**src/rtl/vag_pkg.sv**
```systemverilog
package vag_pkg;
  typedef enum logic [1:0] {
    OFS_FULL = 2'd0,
    OFS_SEXT = 2'd1,
    OFS_ZEXT = 2'd2
  } ofs_mode_e;

  typedef struct packed {
    logic      match;
    logic      wide;
    ofs_mode_e mode;
    logic [1:0] shift;
    logic [4:0] dst;
  } dec_t;

  localparam logic [7:0] OPC_HI  = 8'b0000_0100;
  localparam logic [3:0] OPC_MID = 4'b1010;
endpackage

```
**src/rtl/vag_decode.sv**
```systemverilog
module vag_decode
  import vag_pkg::*;
(
  input  logic [31:0] insn_i,
  output dec_t        dec_o
);
  always_comb begin
    dec_o.match = (insn_i[31:24] == OPC_HI) && insn_i[21] && (insn_i[15:12] == OPC_MID);
    dec_o.shift = insn_i[11:10];
    dec_o.dst   = insn_i[4:0];
    if (insn_i[23]) begin
      dec_o.wide = insn_i[22];
      dec_o.mode = OFS_FULL;
    end else begin
      dec_o.wide = 1'b1;
      dec_o.mode = insn_i[22] ? OFS_ZEXT : OFS_SEXT;
    end
  end
endmodule

```
**src/rtl/vag_lane.sv**
```systemverilog
module vag_lane
  import vag_pkg::*;
#(
  parameter int unsigned W = 64
) (
  input  logic [W-1:0] base_i,
  input  logic [W-1:0] offs_i,
  input  ofs_mode_e    mode_i,
  input  logic [1:0]   shift_i,
  output logic [W-1:0] sum_o
);
  logic [W-1:0] ext;

  always_comb begin
    unique case (mode_i)
      OFS_SEXT: ext = W'($signed(offs_i[31:0]));
      OFS_ZEXT: ext = W'(offs_i[31:0]);
      default:  ext = offs_i;
    endcase
    sum_o = base_i + (ext << shift_i);
  end
endmodule

```
**src/rtl/vec_addr_gen.sv**
```systemverilog
module vec_addr_gen
  import vag_pkg::*;
#(
  parameter int unsigned VLEN = 256
) (
  input  logic            clk_i,
  input  logic            rst_ni,
  input  logic            valid_i,
  input  logic [31:0]     insn_i,
  input  logic [VLEN-1:0] base_i,
  input  logic [VLEN-1:0] offs_i,
  input  logic            streaming_i,
  input  logic            full_isa_i,
  output logic [VLEN-1:0] result_o,
  output logic [4:0]      dst_o,
  output logic            res_valid_o,
  output logic            illegal_o
);
  localparam int unsigned N32 = VLEN / 32;
  localparam int unsigned N64 = VLEN / 64;

  dec_t            dec;
  logic [VLEN-1:0] res32, res64, res_nxt;
  logic            bad;

  vag_decode u_dec (.insn_i(insn_i), .dec_o(dec));

  for (genvar k = 0; k < N32; k++) begin : g_l32
    vag_lane #(.W(32)) u_lane (
      .base_i (base_i[k*32 +: 32]),
      .offs_i (offs_i[k*32 +: 32]),
      .mode_i (OFS_FULL),
      .shift_i(dec.shift),
      .sum_o  (res32[k*32 +: 32])
    );
  end

  for (genvar k = 0; k < N64; k++) begin : g_l64
    vag_lane #(.W(64)) u_lane (
      .base_i (base_i[k*64 +: 64]),
      .offs_i (offs_i[k*64 +: 64]),
      .mode_i (dec.mode),
      .shift_i(dec.shift),
      .sum_o  (res64[k*64 +: 64])
    );
  end

  assign res_nxt = dec.wide ? res64 : res32;
  assign bad     = !dec.match || (streaming_i && !full_isa_i);

  always_ff @(posedge clk_i or negedge rst_ni) begin
    if (!rst_ni) begin
      result_o    <= '0;
      dst_o       <= '0;
      res_valid_o <= 1'b0;
      illegal_o   <= 1'b0;
    end else begin
      res_valid_o <= valid_i && !bad;
      illegal_o   <= valid_i && bad;
      if (valid_i && !bad) begin
        result_o <= res_nxt;
        dst_o    <= dec.dst;
      end
    end
  end

  AST_STROBE_EXCL: assert property (@(posedge clk_i) disable iff (!rst_ni)
    !(res_valid_o && illegal_o));
  AST_ILLEGAL_HOLD: assert property (@(posedge clk_i) disable iff (!rst_ni)
    illegal_o |-> ($stable(result_o) && $stable(dst_o)));
  AST_STREAM_BLOCK: assert property (@(posedge clk_i) disable iff (!rst_ni)
    (valid_i && streaming_i && !full_isa_i) |=> (illegal_o && !res_valid_o));
  AST_BAD_OPC: assert property (@(posedge clk_i) disable iff (!rst_ni)
    (valid_i && insn_i[31:24] != OPC_HI) |=> illegal_o);
  AST_IDLE: assert property (@(posedge clk_i) disable iff (!rst_ni)
    !valid_i |=> (!res_valid_o && !illegal_o));
  AST_DST_CAPTURE: assert property (@(posedge clk_i) disable iff (!rst_ni)
    res_valid_o |-> (dst_o == $past(insn_i[4:0])));
endmodule

```
**config.mk**
```make
export PLATFORM = sky130hd
export DESIGN_NAME = vec_addr_gen
export DESIGN_NICKNAME = d
export VERILOG_FILES = /design/src/rtl/vag_pkg.sv /design/src/rtl/vag_decode.sv /design/src/rtl/vag_lane.sv /design/src/rtl/vec_addr_gen.sv
export SDC_FILE = /design/constraint.sdc
export NUM_CORES = 2
export LEC_CHECK = 0
export BUFFER_PORTS_ARGS = -buffer_cell sky130_fd_sc_hd__buf_2
export CAP_MARGIN = 20
export CORE_MARGIN = 3
export CORE_UTILIZATION = 40
export DETAILED_ROUTE_END_ITERATION = 10
export PLACE_DENSITY = 0.7
export SYNTH_ARGS = -nofsm -noshare
export SYNTH_HDL_FRONTEND = slang
export SYNTH_SLANG_ARGS = --single-unit
export TNS_END_PERCENT = 100
```
**constraint.sdc**
```tcl
create_clock -name clk_i -period 1 [get_ports clk_i]
set_input_delay 0.2 -clock clk_i [delete_from_list [all_inputs] [get_ports clk_i]]
set_output_delay 0.2 -clock clk_i [all_outputs]
set_load 0.01 [all_outputs]
```
# Yosys cells after proc, flatten, opt, wreduce, memory -nomap -nowiden
# Cells that the tools add are included.
dict set report classes {
  addsub 12
  eq_ne 4
  n_shift 12
  muxes 7
  reduce_logical 9
}
# op count
set ops {}
lappend ops {{case mux 64 bit (2 select lines)} 4}
lappend ops {{adder 32 bit} 8}
lappend ops {{adder 64 bit} 4}
lappend ops {{two-way mux 256 bit} 1}
lappend ops {{<< shifter 32 x 2 -> 32 bit} 8}
lappend ops {{<< shifter 64 x 2 -> 64 bit} 4}
lappend ops {{equality test 8 x 3 -> 1 bit, second input constant} 1}
lappend ops {{logical AND 1 bit} 5}
lappend ops {{equality test 4 bit, second input constant} 1}
lappend ops {{logical NOT 1 bit} 3}
lappend ops {{two-way mux 3 bit} 1}
lappend ops {{equality test 2 x 1 -> 1 bit, second input constant} 1}
lappend ops {{equality test 2 bit, second input constant} 1}
lappend ops {{two-way mux 2 bit} 1}
lappend ops {{logical OR 1 bit} 1}
dict set report word_totals {
  register_bits 263
  inputBits 549
  output_inout_bits 263
  elab_cells 48
}

# Longest topological paths before layout
dict set report depth {
  word_depth 7
  mapped_depth 20
  depth_no_buf 17
}

# By module
# A second synthesis with hierarchy kept.
dict set report unflattened {
  hier_cells 6034
  area_unflattened_um2 55005.3
}
# mod instances cells_per_inst area_each_um2 seq_area_each_um2
set by_module_without_submodules {}
lappend by_module_without_submodules {{vag_lane at g_l32[1].u_lane ...} 7 273 2364.8 0.0}
lappend by_module_without_submodules {vec_addr_gen 1 841 13513.0 6581.3}
lappend by_module_without_submodules {{vag_lane at g_l64[0].u_lane ...} 2 770 5725.5 0.0}
lappend by_module_without_submodules {{vag_lane at g_l64[3].u_lane} 1 733 5517.8 0.0}
lappend by_module_without_submodules {{vag_lane at g_l64[2].u_lane} 1 723 5499.0 0.0}
lappend by_module_without_submodules {{vag_lane at g_l32[0].u_lane} 1 271 2357.3 0.0}
lappend by_module_without_submodules {vag_decode 1 15 113.9 0.0}

# Least setup slack after synthesis
# No wires, ideal clock.
dict set report synth_path {
  path_type {in2reg}
  startpoint {in insn_i[10]}
  endpoint {reg result_o[248]}
  setup_ps 86
  arrival_time_ps 4647
  required_ps 914
  slack_ps -3733
  path_stages 17
  cell_sequence {clkbuf_1 > buf_2 > clkbuf_1 > buf_1 > mux4_2 > ha_1 > buf_6 > and3_1 > a311o_1 > or4b_4 > o21ai_1 > a21oi_1 > nor2_2 > o31a_4 > nor3_2 > mux2_4 > o221ai_2}
}
dict set report synth_between {
  elab_chain_cells 3
}
# element line
set synth_rtl {}
lappend synth_rtl {{from (decl)} vec_addr_gen.sv:9} ;# input logic [31:0] insn_i,
lappend synth_rtl {{<< shifter 64 x 2 -> 64 bit or << shifter 32 x 2 -> 32 bit (tied branches)} vag_lane.sv:20} ;# sum_o = base_i + (ext << shift_i);
lappend synth_rtl {{adder 64 bit or adder 32 bit (tied branches)} vag_lane.sv:20}
lappend synth_rtl {{two-way mux 256 bit (*)} vec_addr_gen.sv:48} ;# assign res_nxt = dec.wide ? res64 : res32;
lappend synth_rtl {{to (signal assigned)} vec_addr_gen.sv:61} ;# result_o <= res_nxt;
lappend synth_rtl {{to (decl)} vec_addr_gen.sv:14} ;# output logic [VLEN-1:0] result_o,
# Every way passes the cells marked *; elsewhere a longest branch is shown, timed or not.
# A chain may end at the register's enable or synchronous reset.

# Worst setup path after layout
dict set report layout_path {
  startpoint {in insn_i[10]}
  endpoint {reg result_o[124]}
}
# Same word-level chain as after synthesis.

==> results_dict.tcl <==
set metrics [dict create \
    violations "negative hold slack, negative setup slack" \
    synthCells 4961 \
    relSlewSlack_pct 54.1 \
    synthToLayoutAreaGrowth_pct 67.3 \
    wl_mm 201 \
    grt-ovfl-total 0 \
    crit_type "in2reg" \
    tightest_slew_ps 689 \
    port_buffers 801 \
    synth_ff_type "dfrtp_1" \
    antenna_found_initial 84 \
    period_needed_ps 3410 \
    hold_path.class "in2reg" \
    synth.distinct_cells 98 \
    clk_latency_ps 620 \
    syn-cell-area_mm2 0.0405 \
    r2r_cells 4 \
    critPathMaxFanout 8 \
    final.setup.tns_ps -552560 \
    yosys.area_share.simple_pct 15.7 \
    ctsHoldBuffers 8 \
    status "finished with violations" \
    worstPathArrival_ps 3890 \
    drtIter0Drc 4398 \
    chipWidth_um 324 \
    rsz0062_at_grt "yes" \
    synth_area_per_cell_um2 8.17 \
    drive_gt1_share_pct 51.9 \
    whs_path_depth 4 \
    ant_nets 0 \
    cts_buffers 39 \
    dr.pass1.iters 6 \
    synth.area.mux_share_pct 19.0 \
    post-route-drc-count 0 \
    synth-seq-cells 263 \
    required_ps 1480 \
    wire_per_inst_um 22.8 \
    cp-start-kind "input port" \
    vias 51300 \
    rows 116 \
    drv_cap 0 \
    grt_pass1_wl_mm 286 \
    setup_viol_count_final 525 \
    grt_max_degree 125 \
    p_per_area_mw_per_mm2 1140 \
    cts_tree "yes" \
    skew_ps 0 \
    yosysSeqAreaShare_pct 16.2 \
    synthAdderAreaFrac_pct 12.0 \
    synth_top_family_by_area "compound AO/OA/AOI/OAI gates" \
    die_h_um 324 \
    synth_edf_count 0 \
    fmax_ghz 0.293 \
    fin_ws_ps -2410 \
    end_kind "flip-flop" \
    initial_core_util_pct 40.4 \
    period_share_pct 341 \
    hold_viol_final 2 \
    pin_count 812 \
    clk_pin_slew_ps 60 \
    synthXorXnorAreaFrac_pct 6.87 \
    drv_slew 0 \
    ir_worst_vdd_mv 1.28 \
    syn_nets 5895 \
    htree_num_levels 2 \
    hold_slack_ps -26.5 \
    gp_congestion 0.992 \
    cts-root-buf "clkbuf_16" \
    clock-sinks 263 \
    synthArstFlopShare_pct 100 \
    clk_path_buf_depth 3 \
    grt_pass1_vias 49600 \
    fp.dieArea_mm2 0.105 \
    dp_hpwl_mm 155 \
    num-nets-final 8302 \
    core_area_mm2 0.100 \
    yosysWarnings 0 \
    power.leakage_nw 32.0 \
    via_per_inst 5.83 \
    synth-compound-area-share_pct 26.3 \
    track_usage_pct 34.9 \
]
per-stage QoR:
step	setup slack, ps	total power, mW	cell area (um^2)	instances	util (%)
after global routing	-2530	81.4	67700	8773	67.5
after floorplan	-2800	33.1	41500	4961	-
after global placement	-3540	52.0	58400	8451	58.3
final	-2410	77.4	67800	8804	67.6
after CTS	-2350	71.8	63600	8639	63.4
after detailed placement	-3470	52.4	58400	8451	58.3
cell families after synthesis:
kind of cell,count (synthesis)
compound gates,1734
xor+xnor,318
fa+ha+maj,385
buf+inv,404
flops,263
mux,482
simple gates,1375
critical path, cell delays in order:
cell       delay (ps)
buf_16            120
buf_12            150
buf_16            180
buf_16            150
mux4_2            540
ha_4              280
buf_6             110
a21o_1            200
nand3_1            80
a21oi_1            60
a2111o_1          400
nor2_4            200
o31ai_4            70
buf_6             140
a21oi_4           250
o31ai_4           130
buf_4             160
a2111oi_4         320
nor2_1             80
synth_stat cells (9+ instances only):
master	n	share of area, %
a21oi_1	597	7.4
nand2_1	523	4.8
o21ai_0	455	5.6
ha_1	377	12
nor2_1	339	3.1
dfrtp_1	263	16
clkbuf_1	248	2.3
mux4_2	220	12
xnor2_1	175	3.8
a21o_1	174	3.2
mux2i_1	154	3.8
xor2_1	143	3.1
mux2_2	107	3.0
inv_1	98	0.91
nand4_1	93	1.4
nand3_1	92	1.1
o21bai_1	74	1.4
nor3_1	60	0.74
a211oi_1	57	1.1
nor2b_1	57	0.88
a31oi_1	54	0.83
nand2b_1	51	0.79
buf_1	44	0.41
o21a_1	42	0.78
o211ai_1	36	0.67
and2_1	30	0.46
o31ai_1	30	0.56
or3_1	29	0.45
a22oi_1	28	0.52
and3_1	24	0.37
or2_2	22	0.34
nor4_1	17	0.26
o221ai_1	15	0.32
a21boi_0	13	0.24
o21ai_1	12	0.15
o22ai_1	12	0.19
a41oi_1	11	0.24
and4_1	9	0.19
buf_2	9	0.11
flip-flops by register name (all words and copies together) (netlist names):
register / cells
illegal_o: 1
res_valid_o: 1
result_o: 256
dst_o: 5
worst paths after layout:
path	from	to	slack, ps
max	insn_i[10]	result_o[124]	-2410
min	base_i[64]	result_o[64]	-30
max reg2reg	result_o[254]	result_o[254]	60
min reg2reg	result_o[203]	result_o[203]	470
max in group asynchronous	rst_ni	result_o[253]	330
min in group asynchronous	rst_ni	result_o[85]	220
report_power, final:
| part | total, mW | internal, mW | switching (mW) |
|---|---|---|---|
| clock network | 15.3 | 9.13 | 6.14 |
| logic | 51.3 | 26.2 | 25.1 |
| registers | 10.8 | 10.7 | 0.0443 |
layout make-up:
class                      count  area, um^2
clock buffer                  47        1060
antenna                       51         128
timing repair buffer        2671       19700
sequential                   263        6580
tap                         1357        1700
multi-input combinational   4294       37900
clock inverter                22         300
inverter                      99         380
fill                        8033       32500
per-layer routing:
layer,GRT usage (%),part of all wire [%],vias to the layer above,routed length (um)
li1,-,-,23600,-
met1,41.4,38,24700,76100
met4,18.9,6.2,54,12400
met2,57.7,47,2313,94500
met5,0.272,0.18,-,356
met3,8.98,8.7,649,17600
placed cells by master, fill, tap and decap left out, types with 51 or more instances in the layout:
| cell | Yosys | layout |
|---|---|---|
| ha_4 | 0 | 116 |
| xnor2_1 | 175 | 143 |
| a21o_1 | 174 | 174 |
| dfrtp_1 | 263 | 263 |
| nand2_1 | 523 | 496 |
| diode_2 | 0 | 51 |
| o21bai_1 | 74 | 65 |
| nand4_1 | 93 | 93 |
| a21oi_1 | 597 | 423 |
| nor2_1 | 339 | 307 |
| buf_4 | 0 | 1676 |
| o21ai_0 | 455 | 280 |
| mux2i_1 | 154 | 134 |
| ha_1 | 377 | 250 |
| mux2_2 | 107 | 91 |
| xor2_1 | 143 | 118 |
| buf_6 | 3 | 99 |
| mux4_2 | 220 | 220 |
| a21oi_2 | 6 | 156 |
| o21ai_1 | 12 | 126 |
| buf_2 | 9 | 796 |
| o21ai_2 | 5 | 55 |
| nand3_1 | 92 | 83 |
| inv_1 | 98 | 94 |
| clkbuf_16 | 0 | 51 |
repair_timing:
action / 4_1_cts / 5_1_grt
setup buffers: 105 / 126
setup endpoints to repair: 525 / 525
hold endpoints to repair: 274 / 2
gates cloned: 11 / 12
resized for setup: 510 / 651
pin swaps: 219 / 330
(Power assumes the default switching activity.)
